`config.mk`:
```
export PLATFORM = sky130hd
export DESIGN_NAME = usart_sync_engine
export DESIGN_NICKNAME = d
export VERILOG_FILES = /design/src/rtl/usart_sync_pkg.sv /design/src/rtl/usync_master_clk.sv /design/src/rtl/usync_slave_edge.sv /design/src/rtl/usync_tx.sv /design/src/rtl/usync_rx.sv /design/src/rtl/usart_sync_engine.sv
export SDC_FILE = /design/constraint.sdc
export NUM_CORES = 1
export LEC_CHECK = 0
export BUFFER_PORTS_ARGS = -buffer_cell sky130_fd_sc_hd__buf_2
export CAP_MARGIN = 0
export CORE_AREA = 2 2 65 67
export DETAILED_ROUTE_END_ITERATION = 6
export DIE_AREA = 0 0 67 69
export PLACE_DENSITY_LB_ADDON = 0.15
export SKIP_LAST_GASP = 1
export SLEW_MARGIN = 20
export SYNTH_ARGS = -nofsm -noshare
export SYNTH_HDL_FRONTEND = slang
export SYNTH_SLANG_ARGS = --single-unit
```
`constraint.sdc`:
```
create_clock -name clk -period 1.94 [get_ports clk]
set_input_delay 0.582 -clock clk [delete_from_list [all_inputs] [get_ports clk]]
set_output_delay 0.582 -clock clk [all_outputs]
set_load 0.05 [all_outputs]
```
`src/rtl/usart_sync_pkg.sv`:
```
package usart_sync_pkg;

   typedef enum logic [1:0] {
      TX_IDLE  = 2'd0,
      TX_START = 2'd1,
      TX_DATA  = 2'd2,
      TX_STOP  = 2'd3
   } tx_state_e;

   typedef enum logic {
      RX_HUNT = 1'b0,
      RX_BITS = 1'b1
   } rx_state_e;

   localparam logic LINE_IDLE  = 1'b1;
   localparam logic START_BIT  = 1'b0;
   localparam logic STOP_BIT   = 1'b1;

endpackage

```
`src/rtl/usync_master_clk.sv`:
```
module usync_master_clk (
   input  logic clk,
   input  logic rst_n,
   input  logic enable,
   input  logic half_tick,
   input  logic cont_clk,
   input  logic tx_next_data,
   output logic sclk_out,
   output logic fall_ev,
   output logic rise_ev
);

   logic phase_q;

   // falling bit edge whenever the phase leaves its high half
   assign fall_ev = enable & half_tick & phase_q;
   // a rising edge only counts when the pin really was low
   assign rise_ev = enable & half_tick & ~phase_q & ~sclk_out;

   always_ff @(posedge clk or negedge rst_n) begin
      if (!rst_n) begin
         phase_q  <= 1'b1;
         sclk_out <= 1'b1;
      end else if (!enable) begin
         phase_q  <= 1'b1;
         sclk_out <= 1'b1;
      end else if (half_tick) begin
         if (phase_q) begin
            phase_q  <= 1'b0;
            sclk_out <= ~(cont_clk | tx_next_data);
         end else begin
            phase_q  <= 1'b1;
            sclk_out <= 1'b1;
         end
      end
   end

endmodule

```
`src/rtl/usync_slave_edge.sv`:
```
module usync_slave_edge #(
   parameter int SYNC_STAGES = 2
) (
   input  logic clk,
   input  logic rst_n,
   input  logic enable,
   input  logic sclk_in,
   input  logic sdi,
   output logic fall_ev,
   output logic rise_ev,
   output logic sdi_sync
);

   localparam int LAST = SYNC_STAGES - 1;

   logic [LAST:0] sck_q;
   logic [LAST:0] dat_q;
   logic          sck_prev_q;

   generate
      if (SYNC_STAGES == 2) begin : g_two
         always_ff @(posedge clk or negedge rst_n) begin
            if (!rst_n) begin
               sck_q <= '1;
               dat_q <= '1;
            end else begin
               sck_q <= {sck_q[0], sclk_in};
               dat_q <= {dat_q[0], sdi};
            end
         end
      end else begin : g_deep
         always_ff @(posedge clk or negedge rst_n) begin
            if (!rst_n) begin
               sck_q <= '1;
               dat_q <= '1;
            end else begin
               sck_q <= {sck_q[LAST-1:0], sclk_in};
               dat_q <= {dat_q[LAST-1:0], sdi};
            end
         end
      end
   endgenerate

   always_ff @(posedge clk or negedge rst_n) begin
      if (!rst_n) sck_prev_q <= 1'b1;
      else        sck_prev_q <= sck_q[LAST];
   end

   assign fall_ev  = enable & sck_prev_q & ~sck_q[LAST];
   assign rise_ev  = enable & ~sck_prev_q & sck_q[LAST];
   assign sdi_sync = dat_q[LAST];

endmodule

```
`src/rtl/usync_tx.sv`:
```
module usync_tx
   import usart_sync_pkg::*;
#(
   parameter int DATA_BITS = 8
) (
   input  logic                 clk,
   input  logic                 rst_n,
   input  logic                 fall_ev,
   input  logic [DATA_BITS-1:0] tx_data,
   input  logic                 tx_valid,
   output logic                 tx_ready,
   output logic                 sdo,
   output logic                 next_data
);

   localparam int IW = $clog2(DATA_BITS);
   localparam logic [IW-1:0] LAST_IDX = IW'(DATA_BITS - 1);

   tx_state_e            state_q;
   logic [IW-1:0]        idx_q;
   logic [DATA_BITS-1:0] shreg_q;
   logic                 pend_q;
   logic [IW-1:0]        idx_inc;

   assign idx_inc   = idx_q + 1'b1;
   assign tx_ready  = ~pend_q & ((state_q == TX_IDLE) | (state_q == TX_STOP));
   assign next_data = (state_q == TX_START) |
                      ((state_q == TX_DATA) & (idx_q != LAST_IDX));

   always_ff @(posedge clk or negedge rst_n) begin
      if (!rst_n) begin
         state_q <= TX_IDLE;
         idx_q   <= '0;
         shreg_q <= '0;
         pend_q  <= 1'b0;
         sdo     <= LINE_IDLE;
      end else begin
         if (fall_ev) begin
            unique case (state_q)
               TX_IDLE, TX_STOP: begin
                  if (pend_q) begin
                     state_q <= TX_START;
                     pend_q  <= 1'b0;
                     sdo     <= START_BIT;
                  end else begin
                     state_q <= TX_IDLE;
                     sdo     <= LINE_IDLE;
                  end
               end
               TX_START: begin
                  state_q <= TX_DATA;
                  idx_q   <= '0;
                  sdo     <= shreg_q[0];
               end
               TX_DATA: begin
                  if (idx_q == LAST_IDX) begin
                     state_q <= TX_STOP;
                     sdo     <= STOP_BIT;
                  end else begin
                     idx_q <= idx_inc;
                     sdo   <= shreg_q[idx_inc];
                  end
               end
               default: state_q <= TX_IDLE;
            endcase
         end
         if (tx_valid && tx_ready) begin
            shreg_q <= tx_data;
            pend_q  <= 1'b1;
         end
      end
   end

endmodule

```
`src/rtl/usync_rx.sv`:
```
module usync_rx
   import usart_sync_pkg::*;
#(
   parameter int DATA_BITS = 8
) (
   input  logic                 clk,
   input  logic                 rst_n,
   input  logic                 rise_ev,
   input  logic                 sample,
   input  logic                 hunt_en,
   output logic [DATA_BITS-1:0] rx_data,
   output logic                 rx_valid
);

   localparam int IW = $clog2(DATA_BITS);
   localparam logic [IW-1:0] LAST_IDX = IW'(DATA_BITS - 1);

   rx_state_e            state_q;
   logic [IW-1:0]        cnt_q;
   logic [DATA_BITS-1:0] sh_q;
   logic [DATA_BITS-1:0] sh_next;

   assign sh_next = {sample, sh_q[DATA_BITS-1:1]};

   always_ff @(posedge clk or negedge rst_n) begin
      if (!rst_n) begin
         state_q  <= RX_HUNT;
         cnt_q    <= '0;
         sh_q     <= '0;
         rx_data  <= '0;
         rx_valid <= 1'b0;
      end else begin
         rx_valid <= 1'b0;
         if (rise_ev) begin
            if (state_q == RX_HUNT) begin
               if (!hunt_en) begin
                  // gated clock: first pulse already carries data bit 0
                  sh_q    <= sh_next;
                  cnt_q   <= IW'(1);
                  state_q <= RX_BITS;
               end else if (sample == START_BIT) begin
                  cnt_q   <= '0;
                  state_q <= RX_BITS;
               end
            end else begin
               sh_q <= sh_next;
               if (cnt_q == LAST_IDX) begin
                  rx_data  <= sh_next;
                  rx_valid <= 1'b1;
                  state_q  <= RX_HUNT;
               end else begin
                  cnt_q <= cnt_q + 1'b1;
               end
            end
         end
      end
   end

endmodule

```
`src/rtl/usart_sync_engine.sv`:
```
module usart_sync_engine #(
   parameter int DATA_BITS   = 8,
   parameter int SYNC_STAGES = 2
) (
   input  logic                 clk,
   input  logic                 rst_n,
   input  logic                 mode_master,
   input  logic                 cont_clk,
   input  logic                 half_tick,
   input  logic [DATA_BITS-1:0] tx_data,
   input  logic                 tx_valid,
   output logic                 tx_ready,
   output logic [DATA_BITS-1:0] rx_data,
   output logic                 rx_valid,
   input  logic                 sclk_in,
   output logic                 sclk_out,
   output logic                 sclk_oe,
   input  logic                 sdi,
   output logic                 sdo
);

   generate
      if (DATA_BITS < 2 || DATA_BITS > 32) begin : g_bad_width
         $error("usart_sync_engine: DATA_BITS must lie in 2..32");
      end
      if (SYNC_STAGES < 2 || SYNC_STAGES > 4) begin : g_bad_sync
         $error("usart_sync_engine: SYNC_STAGES must lie in 2..4");
      end
   endgenerate

   logic m_fall, m_rise;
   logic s_fall, s_rise, s_sdi;
   logic fall_ev, rise_ev, sample, hunt_en, tx_next_data;

   usync_master_clk u_mclk (
      .clk          (clk),
      .rst_n        (rst_n),
      .enable       (mode_master),
      .half_tick    (half_tick),
      .cont_clk     (cont_clk),
      .tx_next_data (tx_next_data),
      .sclk_out     (sclk_out),
      .fall_ev      (m_fall),
      .rise_ev      (m_rise)
   );

   usync_slave_edge #(.SYNC_STAGES(SYNC_STAGES)) u_sedge (
      .clk      (clk),
      .rst_n    (rst_n),
      .enable   (~mode_master),
      .sclk_in  (sclk_in),
      .sdi      (sdi),
      .fall_ev  (s_fall),
      .rise_ev  (s_rise),
      .sdi_sync (s_sdi)
   );

   // master captures the raw pin in its own domain; slave uses the synced copy
   assign fall_ev = mode_master ? m_fall : s_fall;
   assign rise_ev = mode_master ? m_rise : s_rise;
   assign sample  = mode_master ? sdi    : s_sdi;
   assign hunt_en = ~(mode_master & ~cont_clk);
   assign sclk_oe = mode_master;

   usync_tx #(.DATA_BITS(DATA_BITS)) u_tx (
      .clk       (clk),
      .rst_n     (rst_n),
      .fall_ev   (fall_ev),
      .tx_data   (tx_data),
      .tx_valid  (tx_valid),
      .tx_ready  (tx_ready),
      .sdo       (sdo),
      .next_data (tx_next_data)
   );

   usync_rx #(.DATA_BITS(DATA_BITS)) u_rx (
      .clk      (clk),
      .rst_n    (rst_n),
      .rise_ev  (rise_ev),
      .sample   (sample),
      .hunt_en  (hunt_en),
      .rx_data  (rx_data),
      .rx_valid (rx_valid)
   );

endmodule

```
==> flow_metrics.tcl <==
set metrics [dict create \
    outcome "completed" \
    synthCells 138 \
    layout_fillers 337 \
    simple_gate_fraction_of_synth_area_pct 7.51 \
    synth_compound_gate_area_share_pct 11.3 \
    grt_max_degree 43 \
    p_leak_nw 1.10 \
    dr.pass1.iters 4 \
    mux_share_of_post_synthesis_cell_area_pct 18.4 \
    setup_viol_count_final 0 \
    crit_required_ps 1360 \
    post-route-period-util_pct 97.4 \
    final_period_minus_worst_setup_slack_ps 1890 \
    hpwlAfterDp_mm 2.44 \
    synth.yosys.seq_area_share_pct 55.9 \
    synth.net_count 160 \
    synth_fa_ha_area_share_pct 3.95 \
    syn-mean-instance-area_um2 13.8 \
    p_per_area_nw_per_um2 1580 \
    critical_path_start_end_classification "reg2out" \
    drt-initial-drc-count 45 \
    synth_seq_cells 42 \
    worst_slew_pin_slew_ps 522 \
    drive_gt1_share_pct 49.2 \
    route.detailed.drc 0 \
    grt_pass1_vias 1275 \
    max_freq_mhz 529 \
    floorplan.initialDensity_pct 48.5 \
    synth_cell_type_count 41 \
    post_route_antenna_net_violation_count 0 \
    max-slew-margin-rel_pct 65.2 \
    hold_class "in2async" \
    clock_sinks 42 \
    fp.dieW_um 67 \
    slew_violations 0 \
    critical_path.endpoint_type "output port" \
    synth_top_cells_by_area "sky130_fd_sc_hd__dfrtp_1 45%, sky130_fd_sc_hd__mux2_2 15%, sky130_fd_sc_hd__dfstp_2 11%" \
    antennaDiodeCount 0 \
    worst-path-max-fanout 2 \
    areaGrowthSynthToFinish_pct 19.3 \
    synthesis.area_um2 1900 \
    io-pin-count 29 \
    grt_use_total_pct 17.4 \
    yosysWarnings 0 \
    number_of_antenna_violations_at_the_first_check_in_global_routing 0 \
    globalplace.congestion 0.734 \
    yosysTopAreaCellShare_pct 44.8 \
    clock_tree.htree_level_count 2 \
    clk_root_buffer_cell "sky130_fd_sc_hd__clkbuf_8" \
    timing.critical_path.slowest_cell_delay_ps 420 \
    placed_cells 216 \
    grt_setup_unrepaired "yes" \
    dieHeight_um 69 \
    async_flop_share_pct 100 \
    cp_slowest_cell "sky130_fd_sc_hd__dfrtp_1" \
    row_count 23 \
    dominantRegCellSynth "sky130_fd_sc_hd__dfrtp_1" \
    cp.arrival_ps 1310 \
    grt_first_pass_wirelength_mm 6.00 \
    total_cts_buffers 5 \
    ir_drop_mv 0.864 \
    synth.largest_area_cell "sky130_fd_sc_hd__dfrtp_1" \
    grt-ovfl-total 0 \
    layout.nets 198 \
    floorplan.die_area_um2 4620 \
    synth-edff-count 0 \
    final.hold.worst_slack_ps 338 \
    viasPerCell 5.34 \
    critical_path.startpoint_type "flip-flop" \
    clk_path_buf_depth 2 \
    final_hold_viol_count 0 \
    detail_route.wl_per_cell_um 15.2 \
    finalWirelength_mm 3.46 \
    cts-hold-fix-buffers 0 \
    synth_xor_xnor_area_share_pct 0.461 \
    synth_top_family_by_area "multiplexers" \
    port-buffer-count 28 \
    clk-insertion-delay-late_ps 290 \
    clock_tree_from_tritoncts "done" \
    post_cts_clock_slew_at_the_launch_and_capture_registers_of_the_worst_setup_and_hold_paths_ps 80 \
    total_power_w 0.00358 \
    route.vias.total 1212 \
    core_region_area_um2 3910 \
    timing.critical_path.cells "ha_4 -> inv_2 -> nor2_4 -> buf_6" \
    final_cells 227 \
    maxCapViolCount 0 \
    clock-skew-final_ps 5.55 \
]
==> sequential cells by signal, summed over array words and instances, names as in the netlist <==
signal              cells
u_mclk.phase_q          1
u_mclk.sclk_out         1
u_rx.cnt_q              3
u_rx.rx_data            8
u_rx.rx_valid           1
u_rx.sh_q               7
u_rx.state_q            1
u_sedge.dat_q           2
u_sedge.sck_prev_q      1
u_sedge.sck_q           2
u_tx.idx_q              3
u_tx.pend_q             1
u_tx.sdo                1
u_tx.shreg_q            8
u_tx.state_q            2
==> synth_stat cells (2+ instances only) <==
| library cell | n |
|---|---|
| sky130_fd_sc_hd__inv_1 | 7 |
| sky130_fd_sc_hd__ha_1 | 6 |
| sky130_fd_sc_hd__mux2i_1 | 3 |
| sky130_fd_sc_hd__dfstp_2 | 8 |
| sky130_fd_sc_hd__nand2_1 | 6 |
| sky130_fd_sc_hd__a22o_1 | 5 |
| sky130_fd_sc_hd__o311ai_0 | 2 |
| sky130_fd_sc_hd__nor2_1 | 5 |
| sky130_fd_sc_hd__nor2b_1 | 3 |
| sky130_fd_sc_hd__a21oi_1 | 3 |
| sky130_fd_sc_hd__dfrtp_1 | 34 |
| sky130_fd_sc_hd__o21ai_0 | 3 |
| sky130_fd_sc_hd__mux2_2 | 25 |
==> report_power, final <==
part | switching (W) | leakage (nW) | internal (W) | total, W
logic | 0.000755 | 0.534 | 0.000728 | 0.00148
clock network | 0.000288 | 0.0524 | 0.000385 | 0.000674
registers | 0.000226 | 0.513 | 0.00120 | 0.00142
==> final cells by class <==
cell class | count | area (µm²) | share of cell area [%]
Tap cell | 50 | 62.6 | 2.76
Clock inverter | 1 | 30.0 | 1.33
Sequential cell | 42 | 1060 | 46.8
Inverter | 7 | 26.3 | 1.16
Multi-Input combinational cell | 86 | 818 | 36.1
Timing Repair Buffer | 34 | 191 | 8.45
Clock buffer | 7 | 76.3 | 3.37
==> worst max-delay path, delay by kind of cell (launching register included) <==
kind | cells | cell delay (ps)
flops | 1 | 420
fa+ha+maj | 1 | 290
buf+inv | 2 | 200
simple gates | 1 | 100
==> cells in the final DEF, fill, tap and decap left out, drive strengths merged, types with 2 or more instances in the layout <==
cell type and n:
nand2 7, ha 6, o21ai 4, dfrtp 34
dfstp 8, nor2 5, o311ai 2, clkbuf 7
o31ai 2, buf 34, and3 2, nor3b 2
inv 7, a22o 7, a21oi 3, mux2 26
mux2i 3, nor2b 3
==> what timing repair did <==
| item | CTS | global route |
|---|---|---|
| pin swaps | 2 | 2 |
| gates resized for setup | 3 | 5 |
| buffers inserted | 2 | 1 |
| setup endpoints to repair | 1 | 2 |
==> path summary, 6_finish.rpt <==
kind | start | cells after the start | endpoint | slack (ps)
worst max-delay path | u_tx.state_q[1] | 4 | tx_ready | 50
worst min-delay path | rst_n | 2 | u_tx.state_q[1] | 340
worst max register to register | u_tx.idx_q[1] | 6 | u_tx.sdo | 90
worst min register to register | u_sedge.sck_q[0] | 0 | u_sedge.sck_q[1] | 360
max in group asynchronous | rst_n | 2 | u_tx.sdo | 1230
min in group clk | u_sedge.sck_q[0] | 0 | u_sedge.sck_q[1] | 360
==> per-stage QoR <==
stage / instance area (µm²) / setup slack [ps] / util (%) / TNS [ps]
floorplan: 1900 / 8.26 / - / 0
global placement: 2100 / 112 / 53.8 / 0
detailed placement: 2100 / 47.1 / 53.8 / 0
CTS: 2240 / 22.0 / 57.4 / 0
global route: 2270 / -21.7 / 57.9 / -21.7
finish: 2270 / 49.5 / 57.9 / 0
==> kinds of logic (layout without fill, tap and decap cells) <==
kind of cell    after synthesis  in the layout
mux                          30             30
buf+inv                      10             49
flops                        42             42
xor+xnor                      1              1
compound gates               26             26
simple gates                 23             23
fa+ha+maj                     6              6
==> routing by layer <==
metal | vias up | global-route usage [%] | routed length, µm
met4 | 0 | 9.30 | 110
met3 | 10 | 5.71 | 188
li1 | 580 | - | -
met2 | 32 | 24.9 | 1570
met1 | 590 | 23.3 | 1590
met5 | - | 0 | 0
Power figures use the tool's default switching activity.
